===== src/rtl/sdram_cfg_pkg.sv =====
package sdram_cfg_pkg;
  localparam int RW = 32;

  localparam logic [RW-1:0] OFF_ERR0  = 32'h00;
  localparam logic [RW-1:0] OFF_ERR1  = 32'h08;
  localparam logic [RW-1:0] OFF_EADDR = 32'h10;
  localparam logic [RW-1:0] OFF_CFG   = 32'h20;
  localparam logic [RW-1:0] OFF_STAT  = 32'h24;
  localparam logic [RW-1:0] OFF_RFSH  = 32'h30;
  localparam logic [RW-1:0] OFF_PWR   = 32'h34;
  localparam logic [RW-1:0] OFF_BANK0 = 32'h40;
  localparam logic [RW-1:0] OFF_TIM   = 32'h80;
  localparam logic [RW-1:0] OFF_ECFG  = 32'h94;
  localparam logic [RW-1:0] OFF_ESTS  = 32'h98;

  localparam logic [RW-1:0] CFG_KEEP  = 32'hFFE0_0000;
  localparam logic [RW-1:0] RFSH_KEEP = 32'h3FF8_0000;
  localparam logic [RW-1:0] PWR_KEEP  = 32'hF800_0000;
  localparam logic [RW-1:0] PWR_FORCE = 32'h07C0_0000;
  localparam logic [RW-1:0] ECFG_KEEP = 32'h00F0_0000;
  localparam logic [RW-1:0] ESTS_KEEP = 32'hFFF0_F000;
  localparam logic [RW-1:0] BANK_KEEP = 32'hFFDE_E001;

  localparam logic [RW-1:0] CFG_RST   = 32'h0080_0000;
  localparam logic [RW-1:0] RFSH_RST  = 32'h05F0_0000;
  localparam logic [RW-1:0] PWR_RST   = 32'h07C0_0000;
  localparam logic [RW-1:0] ALL_ONES  = 32'hFFFF_FFFF;

  localparam int CFG_ON_BIT  = 31;
  localparam int CFG_AUX_BIT = 30;
  localparam logic [RW-1:0] UNIT_BYTES = 32'h0040_0000;

  function automatic logic [RW-1:0] span_of(input logic [2:0] shf);
    if (shf == 3'd7) return '0;
    return UNIT_BYTES << shf;
  endfunction
endpackage


===== src/rtl/sdram_cfg_regs.sv =====
module sdram_cfg_regs
  import sdram_cfg_pkg::*;
#(
  parameter int NB  = 4,
  parameter int ABW = 10,
  parameter logic [ABW-1:0] IDX_ADDR  = 10'h010,
  parameter logic [ABW-1:0] DATA_ADDR = 10'h011
) (
  input  logic              clk,
  input  logic              rst_n,
  input  logic [ABW-1:0]    bus_addr,
  input  logic              bus_wr,
  input  logic [RW-1:0]     bus_wdata,
  input  logic [RW-1:0]     err0_set,
  input  logic [RW-1:0]     err1_set,
  output logic [RW-1:0]     bus_rdata,
  output logic [NB-1:0][RW-1:0] bank_q,
  output logic [RW-1:0]     idx_q,
  output logic [RW-1:0]     cfg_q,
  output logic [RW-1:0]     stat_q,
  output logic [RW-1:0]     err0_q,
  output logic [RW-1:0]     ests_q
);
  logic [RW-1:0] err1_q, eaddr_q, rfsh_q, pwr_q, ecfg_q;
  logic [RW-1:0] idx_d, err0_d, err1_d, eaddr_d, cfg_d, stat_d;
  logic [RW-1:0] rfsh_d, pwr_d, ecfg_d, ests_d, new_cfg;
  logic [NB-1:0][RW-1:0] bank_d;
  logic wr_idx, wr_win, upd_en;

  assign wr_idx = bus_wr && (bus_addr == IDX_ADDR);
  assign wr_win = bus_wr && (bus_addr == DATA_ADDR);
  assign upd_en = bus_wr || (|err0_set) || (|err1_set);
  assign new_cfg = bus_wdata & CFG_KEEP;

  always_comb begin
    idx_d   = idx_q;
    err0_d  = err0_q | err0_set;
    err1_d  = err1_q | err1_set;
    eaddr_d = eaddr_q;
    cfg_d   = cfg_q;
    stat_d  = stat_q;
    rfsh_d  = rfsh_q;
    pwr_d   = pwr_q;
    ecfg_d  = ecfg_q;
    ests_d  = ests_q;
    bank_d  = bank_q;
    if (wr_idx) idx_d = bus_wdata;
    if (wr_win) begin
      case (idx_q)
        OFF_ERR0:  err0_d  = (err0_q & ~bus_wdata) | err0_set;
        OFF_ERR1:  err1_d  = (err1_q & ~bus_wdata) | err1_set;
        OFF_EADDR: eaddr_d = bus_wdata;
        OFF_CFG: begin
          if (!cfg_q[CFG_ON_BIT] && new_cfg[CFG_ON_BIT])      stat_d[CFG_ON_BIT] = 1'b0;
          else if (cfg_q[CFG_ON_BIT] && !new_cfg[CFG_ON_BIT]) stat_d[CFG_ON_BIT] = 1'b1;
          if (!cfg_q[CFG_AUX_BIT] && new_cfg[CFG_AUX_BIT])      stat_d[CFG_AUX_BIT] = 1'b1;
          else if (cfg_q[CFG_AUX_BIT] && !new_cfg[CFG_AUX_BIT]) stat_d[CFG_AUX_BIT] = 1'b0;
          cfg_d = new_cfg;
        end
        OFF_RFSH:  rfsh_d = bus_wdata & RFSH_KEEP;
        OFF_PWR:   pwr_d  = (bus_wdata & PWR_KEEP) | PWR_FORCE;
        OFF_ECFG:  ecfg_d = bus_wdata & ECFG_KEEP;
        OFF_ESTS:  ests_d = bus_wdata & ESTS_KEEP;
        default: ;
      endcase
      for (int i = 0; i < NB; i++) begin
        if (idx_q == OFF_BANK0 + RW'(4 * i)) bank_d[i] = bus_wdata & BANK_KEEP;
      end
    end
  end

  always_ff @(posedge clk or negedge rst_n) begin
    if (!rst_n) begin
      idx_q   <= '0;
      err0_q  <= '0;
      err1_q  <= '0;
      eaddr_q <= '0;
      cfg_q   <= CFG_RST;
      stat_q  <= '0;
      rfsh_q  <= RFSH_RST;
      pwr_q   <= PWR_RST;
      ecfg_q  <= '0;
      ests_q  <= '0;
      bank_q  <= '0;
    end else if (upd_en) begin
      idx_q   <= idx_d;
      err0_q  <= err0_d;
      err1_q  <= err1_d;
      eaddr_q <= eaddr_d;
      cfg_q   <= cfg_d;
      stat_q  <= stat_d;
      rfsh_q  <= rfsh_d;
      pwr_q   <= pwr_d;
      ecfg_q  <= ecfg_d;
      ests_q  <= ests_d;
      bank_q  <= bank_d;
    end
  end

  always_comb begin
    bus_rdata = '0;
    if (bus_addr == IDX_ADDR) begin
      bus_rdata = idx_q;
    end else if (bus_addr == DATA_ADDR) begin
      case (idx_q)
        OFF_ERR0:  bus_rdata = err0_q;
        OFF_ERR1:  bus_rdata = err1_q;
        OFF_EADDR: bus_rdata = eaddr_q;
        OFF_CFG:   bus_rdata = cfg_q;
        OFF_STAT:  bus_rdata = stat_q;
        OFF_RFSH:  bus_rdata = rfsh_q;
        OFF_PWR:   bus_rdata = pwr_q;
        OFF_ECFG:  bus_rdata = ecfg_q;
        OFF_ESTS:  bus_rdata = ests_q;
        OFF_TIM:   bus_rdata = ALL_ONES;
        default:   bus_rdata = ALL_ONES;
      endcase
      for (int i = 0; i < NB; i++) begin
        if (idx_q == OFF_BANK0 + RW'(4 * i)) bus_rdata = bank_q[i];
      end
    end
  end
endmodule


===== src/rtl/sdram_bank_decode.sv =====
module sdram_bank_decode
  import sdram_cfg_pkg::*;
(
  input  logic          ctrl_on,
  input  logic          en_bit,
  input  logic [8:0]    base_hi,
  input  logic [2:0]    shf,
  output logic          bank_on,
  output logic [RW-1:0] base,
  output logic [RW-1:0] bytes
);
  assign base    = {base_hi, 23'd0};
  assign bytes   = span_of(shf);
  assign bank_on = ctrl_on && en_bit && (shf != 3'd7);
endmodule


===== src/rtl/sdram_addr_match.sv =====
module sdram_addr_match
  import sdram_cfg_pkg::*;
#(
  parameter int NB = 4,
  localparam int BW = (NB > 1) ? $clog2(NB) : 1
) (
  input  logic [NB-1:0]         bank_on,
  input  logic [NB-1:0][RW-1:0] base,
  input  logic [NB-1:0][RW-1:0] bytes,
  input  logic [RW-1:0]         addr,
  output logic                  hit,
  output logic [BW-1:0]         bank
);
  logic [NB-1:0] in_rng;

  for (genvar g = 0; g < NB; g++) begin : g_rng
    logic [RW:0] top_x;
    assign top_x = {1'b0, base[g]} + {1'b0, bytes[g]};
    assign in_rng[g] = bank_on[g] && (addr >= base[g]) && ({1'b0, addr} < top_x);
  end

  always_comb begin
    hit  = 1'b0;
    bank = '0;
    for (int i = NB - 1; i >= 0; i--) begin
      if (in_rng[i]) begin
        hit  = 1'b1;
        bank = BW'(i);
      end
    end
  end
endmodule


===== src/rtl/sdram_cfg_unit.sv =====
module sdram_cfg_unit
  import sdram_cfg_pkg::*;
#(
  parameter int NB  = 4,
  parameter int ABW = 10,
  localparam int BW = (NB > 1) ? $clog2(NB) : 1
) (
  input  logic             clk,
  input  logic             rst_n,
  input  logic [ABW-1:0]   bus_addr,
  input  logic             bus_wr,
  input  logic [31:0]      bus_wdata,
  output logic [31:0]      bus_rdata,
  input  logic [31:0]      err0_set,
  input  logic [31:0]      err1_set,
  input  logic [31:0]      probe_addr,
  output logic             probe_hit,
  output logic [BW-1:0]    probe_bank,
  output logic [NB-1:0]    bank_en,
  output logic [NB*32-1:0] bank_base,
  output logic [NB*32-1:0] bank_size,
  output logic             ecc_irq
);
  logic [NB-1:0][RW-1:0] bank_w, base_w, size_w;
  logic [RW-1:0] idx_w, cfg_w, stat_w, err0_w, ests_w;

  sdram_cfg_regs #(.NB(NB), .ABW(ABW)) u_regs (
    .clk(clk), .rst_n(rst_n), .bus_addr(bus_addr), .bus_wr(bus_wr),
    .bus_wdata(bus_wdata), .err0_set(err0_set), .err1_set(err1_set),
    .bus_rdata(bus_rdata), .bank_q(bank_w), .idx_q(idx_w), .cfg_q(cfg_w),
    .stat_q(stat_w), .err0_q(err0_w), .ests_q(ests_w)
  );

  for (genvar g = 0; g < NB; g++) begin : g_bank
    sdram_bank_decode u_dec (
      .ctrl_on(cfg_w[CFG_ON_BIT]), .en_bit(bank_w[g][0]),
      .base_hi(bank_w[g][31:23]), .shf(bank_w[g][19:17]),
      .bank_on(bank_en[g]), .base(base_w[g]), .bytes(size_w[g])
    );
    assign bank_base[g*32 +: 32] = base_w[g];
    assign bank_size[g*32 +: 32] = size_w[g];
  end

  sdram_addr_match #(.NB(NB)) u_match (
    .bank_on(bank_en), .base(base_w), .bytes(size_w), .addr(probe_addr),
    .hit(probe_hit), .bank(probe_bank)
  );

  assign ecc_irq = |ests_w;
endmodule


===== config.mk =====
export PLATFORM = sky130hd
export DESIGN_NAME = sdram_cfg_unit
export DESIGN_NICKNAME = d
export VERILOG_FILES = /design/src/rtl/sdram_cfg_pkg.sv /design/src/rtl/sdram_cfg_regs.sv /design/src/rtl/sdram_bank_decode.sv /design/src/rtl/sdram_addr_match.sv /design/src/rtl/sdram_cfg_unit.sv
export SDC_FILE = /design/constraint.sdc
export NUM_CORES = 1
export LEC_CHECK = 0
export ABC_AREA = 1
export BUFFER_PORTS_ARGS = -buffer_cell sky130_fd_sc_hd__buf_2
export CAP_MARGIN = 20
export CELL_PAD_IN_SITES_DETAIL_PLACEMENT = 1
export CELL_PAD_IN_SITES_GLOBAL_PLACEMENT = 2
export CORE_UTILIZATION = 30
export CTS_CLUSTER_DIAMETER = 50
export DETAILED_ROUTE_END_ITERATION = 12
export PLACE_DENSITY_LB_ADDON = 0.2
export REMOVE_ABC_BUFFERS = 1
export SLEW_MARGIN = 20
export SYNTH_ARGS = -nofsm -noshare
export SYNTH_HDL_FRONTEND = slang
export SYNTH_SLANG_ARGS = --single-unit

===== constraint.sdc =====
create_clock -name clk -period 3.35 [get_ports clk]
set_input_delay 0 -clock clk [delete_from_list [all_inputs] [get_ports clk]]
set_output_delay 0 -clock clk [all_outputs]
set_load 0.02 [all_outputs]

==> results of run 1 <==
==> worst max-delay path, cell delays in order, from the launching register on <==
cell	delay (ns)
dfrtp_2	0.41
buf_6	0.15
clkinvlp_4	0.14
buf_4	0.18
nor3_4	0.26
ha_4	0.26
nand2_1	0.09
nor2_1	0.04
nand2_1	0.07
o211ai_1	0.14
xor2_1	0.17
ha_1	0.30
a21oi_1	0.15
nand2_1	0.06
nand2_1	0.06
nand2_1	0.05
nand2_1	0.07
nand2_2	0.07
a21boi_4	0.15
nor2_2	0.13
buf_6	0.13
==> power by group through the flow <==
stage                     Sequential (mW)  Combinational (mW)  Clock (mW)
after floorplan                      3.07               0.713           0
after global placement               3.07                1.33           0
after detailed placement             3.07                1.35           0
after CTS                            3.02                1.46        4.54
after global routing                 3.02                1.61        4.65
final                                3.02                1.46        4.42
==> per-stage QoR <==
stage / hold WS (ns) / std cells / utilization, %
6_report: 0.0146 / 3624 / 39.2
5_1_grt: 0.0453 / 3624 / 39.2
4_1_cts: 0.000851 / 3608 / 38.6
3_5_place_dp: 0.0929 / 3369 / 32.9
3_3_place_gp: 0.0975 / 3369 / 32.9
2_1_floorplan: -0.296 / 2272 / -
==> area by class of cell <==
class / instances / area share, %
multi-input cells: 1712 / 40.1
clock buffers: 52 / 4.93
inverters: 311 / 5.21
clock inverters: 20 / 1.30
flip-flops and latches: 249 / 27.6
repair buffers: 514 / 16.6
well taps: 765 / 4.23
repair inverters: 1 / 0.0221
==> layer usage <==
metal / up-vias / routed length (um)
met5: - / 0
met2: 382 / 33900
met1: 8236 / 29900
li1: 8097 / -
met4: 0 / 2210
met3: 107 / 2860
==> sequential cells by signal, summed over array words and instances (netlist names) <==
register	count
u_regs.cfg_q	11
u_regs.stat_q	2
u_regs.eaddr_q	32
u_regs.ests_q	16
u_regs.err0_q	32
u_regs.pwr_q	5
u_regs.bank_q	72
u_regs.err1_q	32
u_regs.idx_q	32
u_regs.rfsh_q	11
u_regs.ecfg_q	4
==> synth_stat cells, types with 27 or more instances <==
cell,n,share of area (%)
nor3_1,33,0.94
nand2_1,527,11
nand4_1,27,0.96
nand3_1,146,4.2
buf_4,252,11
clkbuf_1,29,0.62
dfrtp_1,242,34
inv_1,296,6.3
nor2_1,216,4.6
ha_1,102,7.3
o21ai_0,127,3.6
a21oi_1,198,5.6
==> worst max-delay path by stage <==
stage                             startpoint             to  slack [ns]  depth (start not counted)
final                      u_regs.bank_q[83]  probe_bank[1]       -0.29                         20
after global routing      u_regs.bank_q[114]  probe_bank[0]       -0.52                         20
after CTS                  u_regs.bank_q[83]  probe_bank[1]       -0.31                         21
after detailed placement  u_regs.bank_q[113]      probe_hit       -0.14                         17
after global placement     u_regs.bank_q[17]  probe_bank[0]        0.03                         16
after floorplan            u_regs.bank_q[49]  probe_bank[0]       -0.34                         15
==> what timing repair did <==
action	CTS	global route
hold buffers	142	0
gates cloned	0	1
resized for setup	65	54
pin swaps	26	21
endpoints found under the hold margin	231	0
setup endpoints to repair	9	18
setup buffers	25	15
==> logic make-up (layout without fill, tap and decap cells) <==
family / count (synthesis) / in the layout / synth area share (%)
flip-flops: 249 / 249 / 35.5
adder cells (fa/ha/maj): 106 / 106 / 7.72
AO/OA/AOI/OAI: 375 / 375 / 11.1
multiplexers: 2 / 2 / 0.121
buffers and inverters: 623 / 898 / 19.1
AND/OR/NAND/NOR: 1010 / 1010 / 25.0
XOR/XNOR: 27 / 27 / 1.35
other: 1 / 192 / 0.0213
==> metrics.cfg, run 1 <==
[global_route]
grt_overflow=0
grt_pass1_vias=17457
grt_start_max_net_pins=94
grt.total_usage_pct=22.8
grt_first_pass_wirelength_um=104000
grt.busiest_layer=met2
use_met3_pct=3.47
met1_usage_pct=28.7
antenna_found_initial=0
globalRouteMet2Util_pct=39.5

[cts]
clkLatencyLatePin_ns=0.56
clock-sinks=249
cts_tree=yes
htree_num_levels=2
clock-root-buffer=clkbuf_16
cts_buffers=39
clk_pin_slew_ns=0.06
cts_buffer_depth=3

[timing]
period_share_pct=109
rsz0062_at_grt=yes
max_freq_mhz=275
finClkSkew_ns=0.0195
max-slew-margin-rel_pct=45.5
slew_violations=0
setup_viol=3
hold_viol=0
period_needed_ns=3.64
setup_tns_ns=-0.806
setup_slack_ns=-0.286
worst_slew_pin_slew_ns=0.818

[run_status]
status=finished, violations left
violations=negative setup slack

[drt]
vias=16822
drtIter0Drc=715
drc_errors=0
routed_wirelength_um=68900
ant_nets=0
wl_per_cell_um=19.0
viasPerCell=4.64
dr.pass1.iters=5

[finish]
drive_above_1_share_pct=20.5
syn_to_final_growth_pct=28.8
fill_cells=7216
multi_input_area_um2=9080
layout_common_cells=nand2_1, inv_1, buf_2
seq_area_um2=6250
final_nets=3075
final_cell_area_um2=22600
final_common_cell=nand2_1
num_antenna_cells=0

[logic_synthesis]
async_reset_ff_share_pct=100
yosysSeqAreaShare_pct=35.5
synth_cell_types=50
synth-seq-cells=249
syn_area_um2=17600
netlist_instances=2393
ys.flop_type=dfrtp_1
avgSynthCellArea_um2=7.35
synth-edff-count=0
yosysWarnings=0

[critical_path]
critPathCaptureType=primary output
crit_arrival_ns=3.64
cp-start-kind=flip-flop
path_max_fanout=4
r2r_slack_ns=0.37
criticalPathCategory=reg2out
cp_data_required_time_ns=3.35
r2r_cells=12
r2r-start=u_regs.idx_q[0]
r2r_end=u_regs.err1_q[16]

[die]
chipWidth_um=244
dieArea_um2=59600
core-area_um2=57800
rows=88
die_y_um=244
start_util_pct=30.4
io_pins=437

[run]
drv_cap=0

[min_path]
hold_path_class=in2reg
holdCritStartpoint=bus_wdata[25]
hold_end=u_regs.ests_q[25]
holdPathStages=3

[power_and_ir_drop]
combPwrFrac_pct=16.4
p_leak_nw=11.5
pwr_density_cell_nw_per_um2=394
power_frac_clock_pct=49.6
p_seq_share_pct=33.9
power.total_mw=8.91
p_sw_share_pct=29.4
power.switching_mw=2.62
power.internal_mw=6.29
ir_drop_mv=0.301

[place]
dpl-instance-area_um2=19000
hpwl_um=50400
io_buffers=244
gp_congestion=0.879
dpl_worst_slack_ns=-0.144

Note: power is estimated with default switching activity, not from simulation.
==> run 2, diff against run 1 <==
--- a/config.mk
+++ b/config.mk
@@ -8,7 +8,7 @@
 export ABC_AREA = 1
 export BUFFER_PORTS_ARGS = -buffer_cell sky130_fd_sc_hd__buf_2
 export CAP_MARGIN = 20
-export CELL_PAD_IN_SITES_DETAIL_PLACEMENT = 1
+export CELL_PAD_IN_SITES_DETAIL_PLACEMENT = 0
 export CELL_PAD_IN_SITES_GLOBAL_PLACEMENT = 2
 export CORE_UTILIZATION = 30
 export CTS_CLUSTER_DIAMETER = 50
==> run 2 against run 1 <==
The flow still finishes with violations (negative setup slack). Largest power group unchanged. Critical endpoint unchanged. Routed wire length shrank 5.7%. Register-to-register slack improved by 0.02 ns. Sequential share of layout area increased by 0.25 points. Sequential cell count unchanged. Cell count down 0.17%. Largest cell class unchanged.
==> metrics.cfg, run 2 (synthesized netlist as in run 1, its figures left out) <==
[run_status]
status=finished, violations left
violations=negative setup slack

[finish]
final_common_cell=nand2_1
drive_above_1_share_pct=19.9  ; -0.66 points
fill_cells=6159  ; -15%
regMostFlops=u_regs.bank_q
largest_reg_flops=72  ; unchanged
layout_common_cells=nand2_1, inv_1, buf_2
syn_to_final_growth_pct=27.7
final_nets=3068  ; -0.23%
num_antenna_cells=0  ; unchanged
final_util_pct=38.8  ; -0.35 points

[timing]
hold_viol=0  ; unchanged
max-slew-margin-rel_pct=45.8  ; +0.37 points
period_share_pct=109  ; +0.62 points
finClkSkew_ns=0.0187  ; -0.000755 ns
hold_slack_ns=0.0233  ; +0.00866 ns
setup_viol=3  ; unchanged
max_freq_mhz=273  ; -0.57%
rsz0062_at_grt=yes
period_needed_ns=3.66  ; +0.0207 ns
slew_violations=0  ; unchanged
setup_tns_ns=-0.846  ; -0.0408 ns
worst_slew_pin_slew_ns=0.813  ; -0.00557 ns
setup_slack_ns=-0.307  ; -0.0207 ns

[min_path]
hold_end=u_regs.ests_q[25]
hold_path_class=in2reg
holdPathStages=3  ; unchanged
holdCritStartpoint=bus_wdata[25]

[power_and_ir_drop]
pwr_density_cell_nw_per_um2=394  ; about the same
power.total_mw=8.84  ; -0.81%
p_seq_share_pct=34.2  ; +0.3 points
power.internal_mw=6.17  ; -1.9%
combPwrFrac_pct=16.5  ; about the same
p_sw_share_pct=30.2  ; +0.79 points
p_leak_nw=11.5  ; -0.41%
power.switching_mw=2.67  ; +1.9%
power_frac_clock_pct=49.3  ; -0.3 points
ir_drop_mv=0.343  ; +14%

[critical_path]
critPathCaptureType=primary output
critical_path.most_common_cell=nand2_1
crit_arrival_ns=3.66  ; +0.02 ns
max_stage_delay_ns=0.42  ; about the same
cp_data_required_time_ns=3.35  ; about the same
r2r_cells=12  ; unchanged
r2r_slack_ns=0.39  ; +0.02 ns
slowest_stage=dfrtp_2
r2r_end=u_regs.err1_q[9]
cp-start-kind=flip-flop
crit_buf_inv=4  ; unchanged
criticalPathCategory=reg2out
path_max_fanout=4  ; unchanged
critical-path-top-delay-family=simple AND/OR/NAND/NOR gates
r2r-start=u_regs.idx_q[0]
crit_chain=buf_6 > clkinvlp_4 > buf_4 > nor3_4 > ha_4 > nand2_1 > nor2_1 > nand2_1 > o211ai_1 > xor2_1 > ha_1 > a21oi_1 > nand2_1 > nand2_1 > nand2_1 > nand2_1 > nand2_2 > a21boi_2 > nor2_1 > buf_4

[die]
die_y_um=244  ; unchanged
dieArea_um2=59600  ; unchanged
core-area_um2=57800  ; unchanged
start_util_pct=30.4  ; unchanged
chipWidth_um=244  ; unchanged
io_pins=437  ; unchanged
rows=88  ; unchanged

[global_route]
grt_start_max_net_pins=94  ; unchanged
grt_overflow=0  ; unchanged
grt_first_pass_wirelength_um=97400  ; -6.0%
antenna_found_initial=0  ; unchanged
grt.total_usage_pct=21.6  ; -1.2 points
grt_pass1_vias=16142  ; -7.5%

[drt]
drc_errors=0  ; unchanged
met2_length_um=30900  ; -8.8%
top_layer=met4
ant_nets=0  ; unchanged
met3_length_um=3030  ; +6.0%
drtIter0Drc=698  ; -2.4%
wirelength_met1_um=28900  ; -3.4%
viasPerCell=4.55  ; -1.9%
wl_per_cell_um=18.0  ; -5.5%
routed_wirelength_um=65000  ; -5.7%
vias=16473  ; -2.1%
dr.pass1.iters=5  ; unchanged

[cts]
clk_pin_slew_ns=0.06  ; about the same
cts_buffers=41  ; +5.1%
clock-root-buffer=clkbuf_16
clkLatencyLatePin_ns=0.57  ; about the same
cts_tree=yes
clock-sinks=249  ; unchanged
htree_num_levels=2  ; unchanged
cts_buffer_depth=3  ; unchanged

[place]
gp_congestion=0.879  ; unchanged
hpwl_um=47500  ; -5.7%
io_buffers=244  ; unchanged

[run]
drv_cap=0  ; unchanged

-- run 2: cell types whose count changed in the layout (fill, tap and decap cells not counted), moves of 4 or more --
cell      delta
buf_4        -8
clkinv_2     +6
nor3_4       -6
inv_1        +5
inv_2        -5
nand2_1      +5
nor3_2       +5
ha_1         +4
nand2_2      -4
-- run 2: timing repair --
item,CTS,global route
pin swaps,18,15
hold buffers,142,0
setup buffers,17,14
resized for setup,59,33
hold endpoints to repair,229,0
cloned,0,1
endpoints found under the setup margin,9,31
-- run 2: per-layer routing --
layer | GRT usage [%] | up-vias
li1 | - | 8119
met1 | 27.9 | 7835
met2 | 36.6 | 434
met3 | 2.90 | 85
met4 | 7.81 | 0
met5 | 0 | -
-- run 2: worst register-to-register path: cells and delay by family, from the launching register on --
kind,cells,cell delay (ns)
compound gates,1,0.23
buf+inv,5,1.07
simple gates,6,1.04
flops,1,0.48
-- run 2: through the flow --
stage,setup slack (ns),cells,area (um^2)
finish,-0.307,3618,22400
global route,-0.526,3618,22400
CTS,-0.270,3603,22200
detailed placement,-0.0997,3369,19000
global placement,0.0293,3369,19000
floorplan,-0.338,2272,16100
-- run 2: area by class of cell --
cell class / count / area [um^2] / share of cell area (%)
clock inverters: 24 / 251 / 1.12
inverters: 311 / 1180 / 5.25
multi-input cells: 1712 / 8970 / 40.0
repair buffers: 505 / 3680 / 16.4
flip-flops and latches: 249 / 6250 / 27.9
clock buffers: 51 / 1150 / 5.11
repair inverters: 1 / 5.00 / 0.0223
well taps: 765 / 957 / 4.27
-- run 2: worst max path at each step --
stage / start / endpoint / slack (ns) / depth (start not counted)
finish: u_regs.bank_q[83] / probe_bank[1] / -0.31 / 20
global route: u_regs.bank_q[83] / probe_bank[1] / -0.53 / 22
CTS: u_regs.bank_q[83] / probe_bank[1] / -0.27 / 21
detailed placement: u_regs.bank_q[49] / probe_bank[0] / -0.1 / 16
global placement: u_regs.bank_q[17] / probe_bank[0] / 0.03 / 16
floorplan: u_regs.bank_q[49] / probe_bank[0] / -0.34 / 15
-- run 2: power groups by stage --
stage                     Clock (mW)  Combinational (mW)  Sequential [mW]
final                           4.36                1.45             3.02
after global routing            4.60                1.61             3.02
after CTS                       4.49                1.46             3.02
after detailed placement           0                1.34             3.07
after global placement             0                1.33             3.07
after floorplan                    0               0.713             3.07
==> run 3, diff against run 2 <==
--- a/config.mk
+++ b/config.mk
@@ -10,6 +10,7 @@
 export CAP_MARGIN = 20
 export CELL_PAD_IN_SITES_DETAIL_PLACEMENT = 0
 export CELL_PAD_IN_SITES_GLOBAL_PLACEMENT = 2
+export CORE_ASPECT_RATIO = 1.75
 export CORE_UTILIZATION = 30
 export CTS_CLUSTER_DIAMETER = 50
 export DETAILED_ROUTE_END_ITERATION = 12
==> run 3 against run 2 <==
Non-clock buffer count increased by 22. Sequential share of layout area increased by 0.11 points. Critical path depth increased by 1. Die area about the same. Critical path type unchanged. Hold slack got worse by 0.010 ns. Via count increased by 1.4%. Count of clock-buffer cells in the layout decreased by 14. Clock power decreased by 23%. Sequential power about the same. Largest cell class unchanged. Utilization decreased by 0.29 points. Cell count increased by 0.22%. The run still ends with negative setup slack left. Highest routed layer unchanged. Fmax decreased by 2.5%.
==> metrics.cfg, run 3 (synthesized netlist as in run 1, its figures left out) <==
[finish]
final_cell_area_um2=22300  ; -0.46%
layout_common_cells=nand2_1, inv_1, buf_2
num_antenna_cells=0  ; unchanged
seq_area_um2=6250  ; about the same
final_nets=3078  ; +0.33%
instances_no_fill=3626  ; +0.22%
drive_above_1_share_pct=20.3  ; +0.39 points
largest_reg_flops=72  ; unchanged
fill_cells=6195  ; +0.58%
syn_to_final_growth_pct=27.1
regMostFlops=u_regs.bank_q
multi_input_area_um2=9110  ; +1.6%
final_common_cell=nand2_1

[timing]
setup_tns_ns=-1.14  ; -0.289 ns
hold_viol=0  ; unchanged
finClkSkew_ns=0.0184  ; -0.000374 ns
hold_slack_ns=0.0128  ; -0.0105 ns
setup_slack_ns=-0.399  ; -0.0922 ns
setup_viol=3  ; unchanged
period_needed_ns=3.75  ; +0.0922 ns
slew_violations=0  ; unchanged
period_share_pct=112  ; +2.8 points
max_freq_mhz=267  ; -2.5%
max-slew-margin-rel_pct=45.1  ; -0.76 points
rsz0062_at_grt=yes
worst_slew_pin_slew_ns=0.824  ; +0.0114 ns

[cts]
clkLatencyLatePin_ns=0.57  ; about the same
clock-root-buffer=clkbuf_16
cts_buffer_depth=3  ; unchanged
htree_num_levels=1  ; -1
clk_pin_slew_ns=0.06  ; about the same
cts_buffers=29  ; -29%
cts_tree=yes
clock-sinks=249  ; unchanged

[global_route]
antenna_found_initial=0  ; unchanged
grt_overflow=0  ; unchanged
grt_start_max_net_pins=91  ; -3.2%
grt_first_pass_wirelength_um=102000  ; +5.1%
grt.total_usage_pct=23.4  ; +1.8 points
grt_pass1_vias=16492  ; +2.2%

[critical_path]
cp-start-kind=flip-flop
critPathCaptureType=primary output
crit_arrival_ns=3.75  ; +0.09 ns
setup.worst_path.start=u_regs.bank_q[83]
path_max_fanout=4  ; unchanged
r2r-start=u_regs.idx_q[0]
r2r_slack_ns=0.44  ; +0.05 ns
criticalPathCategory=reg2out
cp_data_required_time_ns=3.35  ; about the same

[place]
placed_cells=3398  ; +0.86%
hpwl_um=53000  ; +12%
dpl_worst_slack_ns=-0.266  ; -0.167 ns
gp_congestion=0.883  ; +0.41%
io_buffers=244  ; unchanged
dpl-instance-area_um2=19200  ; +0.81%

[run_status]
violations=negative setup slack
status=finished, violations left

[power_and_ir_drop]
pwr_density_cell_nw_per_um2=352  ; -11%
p_leak_nw=11.4  ; -0.41%
ir_drop_mv=0.317  ; -7.5%

[die]
start_util_pct=30.3  ; -0.087 points
die_y_um=322  ; +32%
rows=117  ; +33%
io_pins=437  ; unchanged
dieArea_um2=59600  ; about the same
core-area_um2=58000  ; +0.29%
chipWidth_um=185  ; -24%

[drt]
drtIter0Drc=833  ; +19%
dr.pass1.iters=6  ; +1
wl_per_cell_um=19.0  ; +6.1%
drc_errors=0  ; unchanged
viasPerCell=4.61  ; +1.2%
routed_wirelength_um=69100  ; +6.3%
vias=16705  ; +1.4%
ant_nets=0  ; unchanged

[min_path]
hold_path_class=in2reg
holdCritStartpoint=bus_wdata[25]

[run]
drv_cap=0  ; unchanged

## run 3: worst max-delay path, cell delays in order (launching register included)
cell and delay (ns):
dfrtp_2 0.45, nor3_4 0.24, ha_2 0.23, inv_2 0.04
fa_2 0.36, buf_4 0.15, buf_4 0.13, xor2_2 0.17
ha_1 0.27, nand2_1 0.05, nor2_1 0.08, nand2_1 0.06
nand2_1 0.10, nand2_1 0.07, nand2_1 0.05, nand2_1 0.05
nand2_1 0.07, nand2_2 0.06, nand2_4 0.13, a21boi_4 0.21
nand2_1 0.08, buf_6 0.13
## run 3: report_power, final
| group | internal (mW) | total, mW | switching (mW) | leakage (nW) |
|---|---|---|---|---|
| Combinational | 0.462 | 1.48 | 1.01 | 7.86 |
| Clock | 1.96 | 3.37 | 1.41 | 0.484 |
| Sequential | 3.01 | 3.02 | 0.00617 | 3.11 |
## run 3: final cells by class
class | instances | share of cell area [%]
multi-input combinational | 1713 | 40.8
inverter | 311 | 5.28
clock buffer | 37 | 3.65
clock inverter | 16 | 0.818
timing repair buffer | 527 | 17.1
sequential | 249 | 28.0
tap | 773 | 4.33
## run 3: final timing paths
path	to	depth (start not counted)
setup / recovery	probe_hit	21
hold / removal	u_regs.ests_q[25]	3
setup reg to reg	u_regs.err1_q[0]	13
hold reg to reg	u_regs.bank_q[77]	2
max in group asynchronous	u_regs.rfsh_q[20]	3
min in group asynchronous	u_regs.bank_q[88]	2
## run 3: repair_timing
item                                    4_1_cts  5_1_grt
endpoints found under the setup margin       19       26
setup buffers                                22       11
hold buffers                                141        0
cloned                                        1        0
gates resized for setup                      91       29
hold endpoints to repair                    226        0
pin swaps                                    39       17
## run 3: per-stage QoR
stage | utilization (%) | total power, mW
after global placement | 33.1 | 4.41
final | 38.5 | 7.87
after detailed placement | 33.1 | 4.42
after floorplan | - | 3.79
after global routing | 38.5 | 8.22
after CTS | 38.1 | 7.94
## run 3: routing by layer
metal | track usage (%) | vias to the layer above | share of wire (%)
met3 | 1.72 | 108 | 3.8
met4 | 9.75 | 0 | 4.5
li1 | - | 8106 | -
met1 | 24.4 | 7898 | 36
met5 | 0 | - | 0
met2 | 46.6 | 593 | 55
